$ cat src/rtl/adcemu_pkg.sv
`timescale 1ns/1ps
package adcemu_pkg;
  typedef enum logic [1:0] {
    ST_IDLE  = 2'd0,
    ST_CONV  = 2'd1,
    ST_BUSY  = 2'd2,
    ST_SHIFT = 2'd3
  } emuState_e;

  typedef struct packed {
    logic capture;
    logic shift;
  } dpStrobe_t;
endpackage

$ cat src/rtl/adcemu_dp.sv
`timescale 1ns/1ps
module adcemu_dp
  import adcemu_pkg::*;
#(
  parameter int DATA_W = 18
) (
  input  logic              clk,
  input  logic              rstN,
  input  dpStrobe_t         strobe,
  input  logic              useCounter,
  input  logic              loadEn,
  input  logic [DATA_W-1:0] loadValue,
  output logic              msb
);
  logic [DATA_W-1:0] sampleReg;
  logic [DATA_W-1:0] seqCnt;
  logic [DATA_W-1:0] shiftReg;

  // Loadable sample source
  always_ff @(posedge clk or negedge rstN) begin
    if (!rstN) sampleReg <= '0;
    else if (loadEn) sampleReg <= loadValue;
  end

  // Capture at conversion start, then move left one bit per shift strobe
  always_ff @(posedge clk or negedge rstN) begin
    if (!rstN) begin
      seqCnt   <= '0;
      shiftReg <= '0;
    end else if (strobe.capture) begin
      shiftReg <= useCounter ? seqCnt : sampleReg;
      seqCnt   <= seqCnt + DATA_W'(1);
    end else if (strobe.shift) begin
      shiftReg <= {shiftReg[DATA_W-2:0], 1'b0};
    end
  end

  assign msb = shiftReg[DATA_W-1];
endmodule

$ cat src/rtl/adcemu_ctrl.sv
`timescale 1ns/1ps
module adcemu_ctrl
  import adcemu_pkg::*;
#(
  parameter int DATA_W      = 18,
  parameter int CONV_CYCLES = 20,
  parameter int SEL_SETTLE  = 8
) (
  input  logic      clk,
  input  logic      rstN,
  input  logic      cnvQ,
  input  logic      selQ,
  input  logic      sckFall,
  input  logic      turboQ,
  output dpStrobe_t strobe,
  output emuState_e stateQ,
  output logic      sdoEn,
  output logic      useShift
);
  localparam int CNT_W = $clog2(CONV_CYCLES + 1);
  localparam int BIT_W = $clog2(DATA_W + 2);
  localparam logic [CNT_W-1:0] DONE_C   = CNT_W'(CONV_CYCLES - 1);
  localparam logic [CNT_W-1:0] SETTLE_C = CNT_W'(SEL_SETTLE);
  localparam logic [BIT_W-1:0] LAST_C   = BIT_W'(DATA_W);

  logic             cnvPrev;
  logic [CNT_W-1:0] convCnt;
  logic [BIT_W-1:0] fallCnt;
  logic             selOk;
  logic             cnvRise;
  logic             lateSel;
  logic             keepRead;

  assign cnvRise  = cnvQ & ~cnvPrev;
  assign lateSel  = (convCnt >= SETTLE_C) & selQ;
  assign keepRead = cnvQ & ~selQ;

  always_comb begin
    strobe.capture = (stateQ == ST_IDLE) && cnvRise && selQ && !turboQ;
    strobe.shift   = (stateQ == ST_SHIFT) && keepRead && sckFall && (fallCnt != LAST_C);
  end

  always_ff @(posedge clk or negedge rstN) begin
    if (!rstN) begin
      stateQ  <= ST_IDLE;
      cnvPrev <= 1'b0;
      convCnt <= '0;
      fallCnt <= '0;
      selOk   <= 1'b0;
    end else begin
      cnvPrev <= cnvQ;
      case (stateQ)
        ST_IDLE: begin
          if (strobe.capture) begin
            stateQ  <= ST_CONV;
            convCnt <= '0;
            selOk   <= 1'b1;
          end
        end
        ST_CONV: begin
          if (!cnvQ) begin
            stateQ <= ST_IDLE;
          end else begin
            selOk <= selOk & ~lateSel;
            if (convCnt == DONE_C) begin
              stateQ <= (selOk && !lateSel) ? ST_BUSY : ST_IDLE;
            end else begin
              convCnt <= convCnt + CNT_W'(1);
            end
          end
        end
        ST_BUSY: begin
          if (!keepRead) begin
            stateQ <= ST_IDLE;
          end else if (sckFall) begin
            stateQ  <= ST_SHIFT;
            fallCnt <= BIT_W'(1);
          end
        end
        ST_SHIFT: begin
          if (!keepRead) begin
            stateQ <= ST_IDLE;
          end else if (sckFall) begin
            if (fallCnt == LAST_C) stateQ <= ST_IDLE;
            else fallCnt <= fallCnt + BIT_W'(1);
          end
        end
        default: stateQ <= ST_IDLE;
      endcase
    end
  end

  always_comb begin
    unique case (stateQ)
      ST_IDLE:  sdoEn = !cnvQ && !selQ;
      ST_BUSY:  sdoEn = 1'b1;
      ST_SHIFT: sdoEn = 1'b1;
      default:  sdoEn = 1'b0;
    endcase
    useShift = (stateQ == ST_SHIFT);
  end
endmodule

$ cat src/rtl/adcemu_top.sv
`timescale 1ns/1ps
module adcemu_top
  import adcemu_pkg::*;
#(
  parameter int DATA_W      = 18,
  parameter int CONV_CYCLES = 20,
  parameter int SEL_SETTLE  = 8
) (
  input  logic              clk,
  input  logic              rstN,
  input  logic              cnvIn,
  input  logic              selIn,
  input  logic              sckIn,
  input  logic              turboIn,
  input  logic              useCounter,
  input  logic              loadEn,
  input  logic [DATA_W-1:0] loadValue,
  output logic              sdoEn,
  output logic              sdoData
);
  logic      cnvQ;
  logic      selQ;
  logic      sckQ;
  logic      sckPrev;
  logic      turboQ;
  logic      sckFall;
  logic      useShift;
  logic      msb;
  dpStrobe_t strobe;
  emuState_e ctrlState;

  // Single register stage on the host lines; select idles high
  always_ff @(posedge clk or negedge rstN) begin
    if (!rstN) begin
      cnvQ    <= 1'b0;
      selQ    <= 1'b1;
      sckQ    <= 1'b0;
      sckPrev <= 1'b0;
      turboQ  <= 1'b0;
    end else begin
      cnvQ    <= cnvIn;
      selQ    <= selIn;
      sckQ    <= sckIn;
      sckPrev <= sckQ;
      turboQ  <= turboIn;
    end
  end

  assign sckFall = sckPrev & ~sckQ;

  adcemu_ctrl #(
    .DATA_W(DATA_W), .CONV_CYCLES(CONV_CYCLES), .SEL_SETTLE(SEL_SETTLE)
  ) ctrl_i (
    .clk(clk), .rstN(rstN), .cnvQ(cnvQ), .selQ(selQ), .sckFall(sckFall),
    .turboQ(turboQ), .strobe(strobe), .stateQ(ctrlState), .sdoEn(sdoEn),
    .useShift(useShift)
  );

  adcemu_dp #(.DATA_W(DATA_W)) dp_i (
    .clk(clk), .rstN(rstN), .strobe(strobe), .useCounter(useCounter),
    .loadEn(loadEn), .loadValue(loadValue), .msb(msb)
  );

  assign sdoData = sdoEn & useShift & msb;
endmodule

$ cat config.mk
export PLATFORM = sky130hd
export DESIGN_NAME = adcemu_top
export DESIGN_NICKNAME = d
export VERILOG_FILES = /design/src/rtl/adcemu_pkg.sv /design/src/rtl/adcemu_dp.sv /design/src/rtl/adcemu_ctrl.sv /design/src/rtl/adcemu_top.sv
export SDC_FILE = /design/constraint.sdc
export NUM_CORES = 1
export LEC_CHECK = 0
export ABC_AREA = 1
export BUFFER_PORTS_ARGS = -buffer_cell sky130_fd_sc_hd__buf_2
export CORE_ASPECT_RATIO = 1.5
export CORE_MARGIN = 4
export CORE_UTILIZATION = 38
export DETAILED_ROUTE_END_ITERATION = 6
export HOLD_SLACK_MARGIN = 0.05
export PLACE_DENSITY = 0.58
export RECOVER_POWER = 25
export SETUP_SLACK_MARGIN = 0.02
export SYNTH_ARGS = -nofsm -noshare
export SYNTH_HDL_FRONTEND = slang
export SYNTH_SLANG_ARGS = --single-unit
export TNS_END_PERCENT = 20
$ cat constraint.sdc
create_clock -name clk -period 3.85 [get_ports clk]
set_input_delay 1.155 -clock clk [delete_from_list [all_inputs] [get_ports clk]]
set_output_delay 1.155 -clock clk [all_outputs]
set_load 0.01 [all_outputs]
==> impl_metrics.csv <==
group,metric,value,unit
routing,routedWlPerCell,12.22,um
logic_synthesis,syn-cell-area,0.003719,mm^2
cells_and_area,num-nets-final,523,
run_status,outcome,"finished with violations",
timing,fin_tns_setup,0,ns
worst_setup_path,cp_slowest_stage_delay,1.27,ns
routing,detailroute.via_count,2898,
floorplanning,height_of_the_chip,129.2,um
logic_synthesis,synthTopCellsByArea,"sky130_fd_sc_hd__dfrtp_1, sky130_fd_sc_hd__nand2_1, sky130_fd_sc_hd__o21ai_0",
routing,via_per_inst,4.743,
timing,finalSetupViolations,0,
clock_network,clkTransAtPathRegs,0.06,ns
timing,finClkSkew,0.006094,ns
timing,period_needed,2.370,ns
logic_synthesis,ys.warnings.count,0,
floorplanning,core_area,0.009634,mm^2
worst_setup_path,path_type_of_the_worst_setup_path,"primary input to async pin",
logic_synthesis,post-synth-top-area-fraction,48.45,%
global_route,grt_pass1_wl,12940,um
floorplanning,ioPinCount,28,
global_route,antenna_found_initial,0,
routing,count_of_antenna_violating_nets_left_after_detailed_routing,0,
worst_setup_path,path_max_fanout,73,
cells_and_area,area.growth.synth_to_final,11.71,%
cells_and_area,post_route_cells_drive_above_1_share,10.48,%
placed_design,hpwlAfterDp,5249,um
timing,worstMarginPinSlew,1.794,ns
cells_and_area,fin_util,43.12,%
clock_network,cts_resized,0,
floorplanning,initial_core_util,38.60,%
clock_network,cts_buffers,9,
logic_synthesis,yosysTopAreaCell,"sky130_fd_sc_hd__dfrtp_1",
global_route,grt_util_all_layers,14.54,%
routing,first_pass_iters,4,
timing,timing_hold_violations_final,0,
routing,drc_errors,0,
timing,final_critical_path_setup_slack,1.480,ns
logic_synthesis,synth-seq-area-share,49.16,%
routing,detailed_route_wire_length,7465,um
timing,final_max_slew_viol_count,74,
clock_network,cts_max_path_buffers,2,
clock_network,clock-root-buffer,"sky130_fd_sc_hd__clkbuf_16",
worst_setup_path,cpLargestDelayFamily,"buffers and inverters",
logic_synthesis,avgSynthCellArea,7.895,um^2
run_status,violations,"max-capacitance violations, max-slew violations",
worst_setup_path,arrival,2.46,ns
placed_design,globalplace.congestion,0.8846,
power,power-per-cell-area,537.0,mW/mm^2
placed_design,placed_cells_incl_taps,596,
global_route,largest_net_degree_at_the_start_of_global_routing,74,
clock_network,clk_latency,0.33,ns
cells_and_area,fin_cells,611,
floorplanning,die_area,0.01147,mm^2
logic_synthesis,number_of_storage_elements_in_the_synthesis_netlist,73,
min_path,worstHoldPathType,"flop to flop",
logic_synthesis,synth_cells,471,
clock_network,cts-htree-levels,3,
worst_setup_path,critical_path_required,3.94,ns
cells_and_area,most_frequent_standard_cell_in_the_layout_excluding_fill_and_tap_cells,"sky130_fd_sc_hd__nand2_1",
placed_design,pre_cts_ws,1.575,ns
cells_and_area,fill_cells,960,
worst_setup_path,critPathBufInv,1,
floorplanning,die_boundary_width,88.77,um
logic_synthesis,syn_nets,502,
cells_and_area,mostFrequentLayoutCells,"sky130_fd_sc_hd__nand2_1, sky130_fd_sc_hd__o21ai_0, sky130_fd_sc_hd__dfrtp_1",
worst_setup_path,crit_chain,"clkbuf_2",
power,ir_worst_vdd,0.2805,mV
power,cellLeakagePower,0.001936,uW
worst_setup_path,worstSetupStartpointType,"primary input",
cells_and_area,n_antenna_cell,0,
logic_synthesis,post_synthesis_cell_type_count,32,
worst_setup_path,slowest_stage,"sky130_fd_sc_hd__clkbuf_2",
worst_setup_path,setup.worst_path.end_class,"async pin",
global_route,vias_in_the_first_global_route,2914,
global_route,grt_overflow,0,
floorplanning,rows,44,
flow_run,maxcap_violations,1,
routing,initialDrtViolationCount,116,
timing,worst_slew_margin_rel,-19.63,%
clock_network,clock_sink_count,73,
clock_network,post_cts_hold_buffer_count,0,
placed_design,port_buffers,27,
timing,post-route-period-util,61.55,%
timing,timing.fmax,422.0,MHz
clock_network,post-cts-setup-buffers,0,
timing,rsz0062_at_grt,"no",
clock_network,cts_tree,"yes",
worst paths after layout:
kind	cells past startpoint	start	end	slack [ns]
max	1	rstN	dp_i.shiftReg[1]	1.48
max in group clk	2	ctrl_i.stateQ[0]	sdoEn	1.51
min	0	sckQ	sckPrev	0.39
min in group asynchronous	1	rstN	ctrl_i.fallCnt[4]	1.32
max reg2reg	6	ctrl_i.stateQ[1]	dp_i.seqCnt[12]	1.72
min reg2reg	0	sckQ	sckPrev	0.39
cell usage after synthesis, drive strengths merged:
library cell	n
nor3	2
inv	61
xnor2	6
a21boi	1
dfrtp	72
ha	5
nor2	40
o31ai	1
dfstp	1
o211ai	1
nand3	18
nand4	4
clkbuf	6
a31oi	1
buf	11
xor2	12
nand2	144
o22ai	1
a21oi	1
mux2	1
o21ai	81
or3b	1
cell type report:
cell class,instances,area [um^2],share of cell area (%)
Sequential cell,73,1828,44.01
Multi-Input combinational cell,320,1541,37.11
Clock buffer,11,232.7,5.602
Inverter,61,229.0,5.512
Tap cell,115,143.9,3.464
Timing Repair Buffer,27,133.9,3.223
Clock inverter,4,45.04,1.084
sequential cells by signal, summed over array words and instances (netlist names):
signal          count
cnvQ                1
ctrl_i.cnvPrev      1
ctrl_i.convCnt      5
ctrl_i.fallCnt      5
ctrl_i.selOk        1
ctrl_i.stateQ       2
dp_i.sampleReg     18
dp_i.seqCnt        18
dp_i.shiftReg      18
sckPrev             1
sckQ                1
selQ                1
turboQ              1
cell families after synthesis:
kind of cell,share of synthesized area [%]
flops,49.16
fa+ha+maj,1.682
mux,0.3028
simple gates,23.79
compound gates,11.98
xor+xnor,4.240
buf+inv,8.849
stage by stage:
stage / cell area, um^2 / power [uW] / hold WS, ns
global route: 4154 / 2393 / 0.3951
detailed placement: 3900 / 1462 / 0.3764
finish: 4154 / 2231 / 0.3867
CTS: 4178 / 2280 / 0.3890
global placement: 3900 / 1451 / 0.3674
floorplan: 3719 / 1346 / 0.3537
layer usage:
metal / global-route usage, % / routed length (um) / vias up
li1: - / - / 1513
met1: 16.36 / 3294 / 1341
met2: 25.33 / 3770 / 34
met3: 3.690 / 274 / 10
met4: 6.584 / 125 / 0
met5: 0 / 0 / -
power breakdown:
group | internal (uW) | switching [uW]
registers | 928 | 84.1
logic | 154 | 271
clock network | 494 | 300
worst reg2reg max path: stages (launching register included):
cell and delay, ns:
sky130_fd_sc_hd__dfrtp_1 0.45, sky130_fd_sc_hd__nor2_1 0.23, sky130_fd_sc_hd__inv_2 0.09, sky130_fd_sc_hd__nor2_4 0.64, sky130_fd_sc_hd__nand3_1 0.28, sky130_fd_sc_hd__o21ai_0 0.25
sky130_fd_sc_hd__nand2_1 0.07
Note: power is estimated with default switching activity, not from simulation.
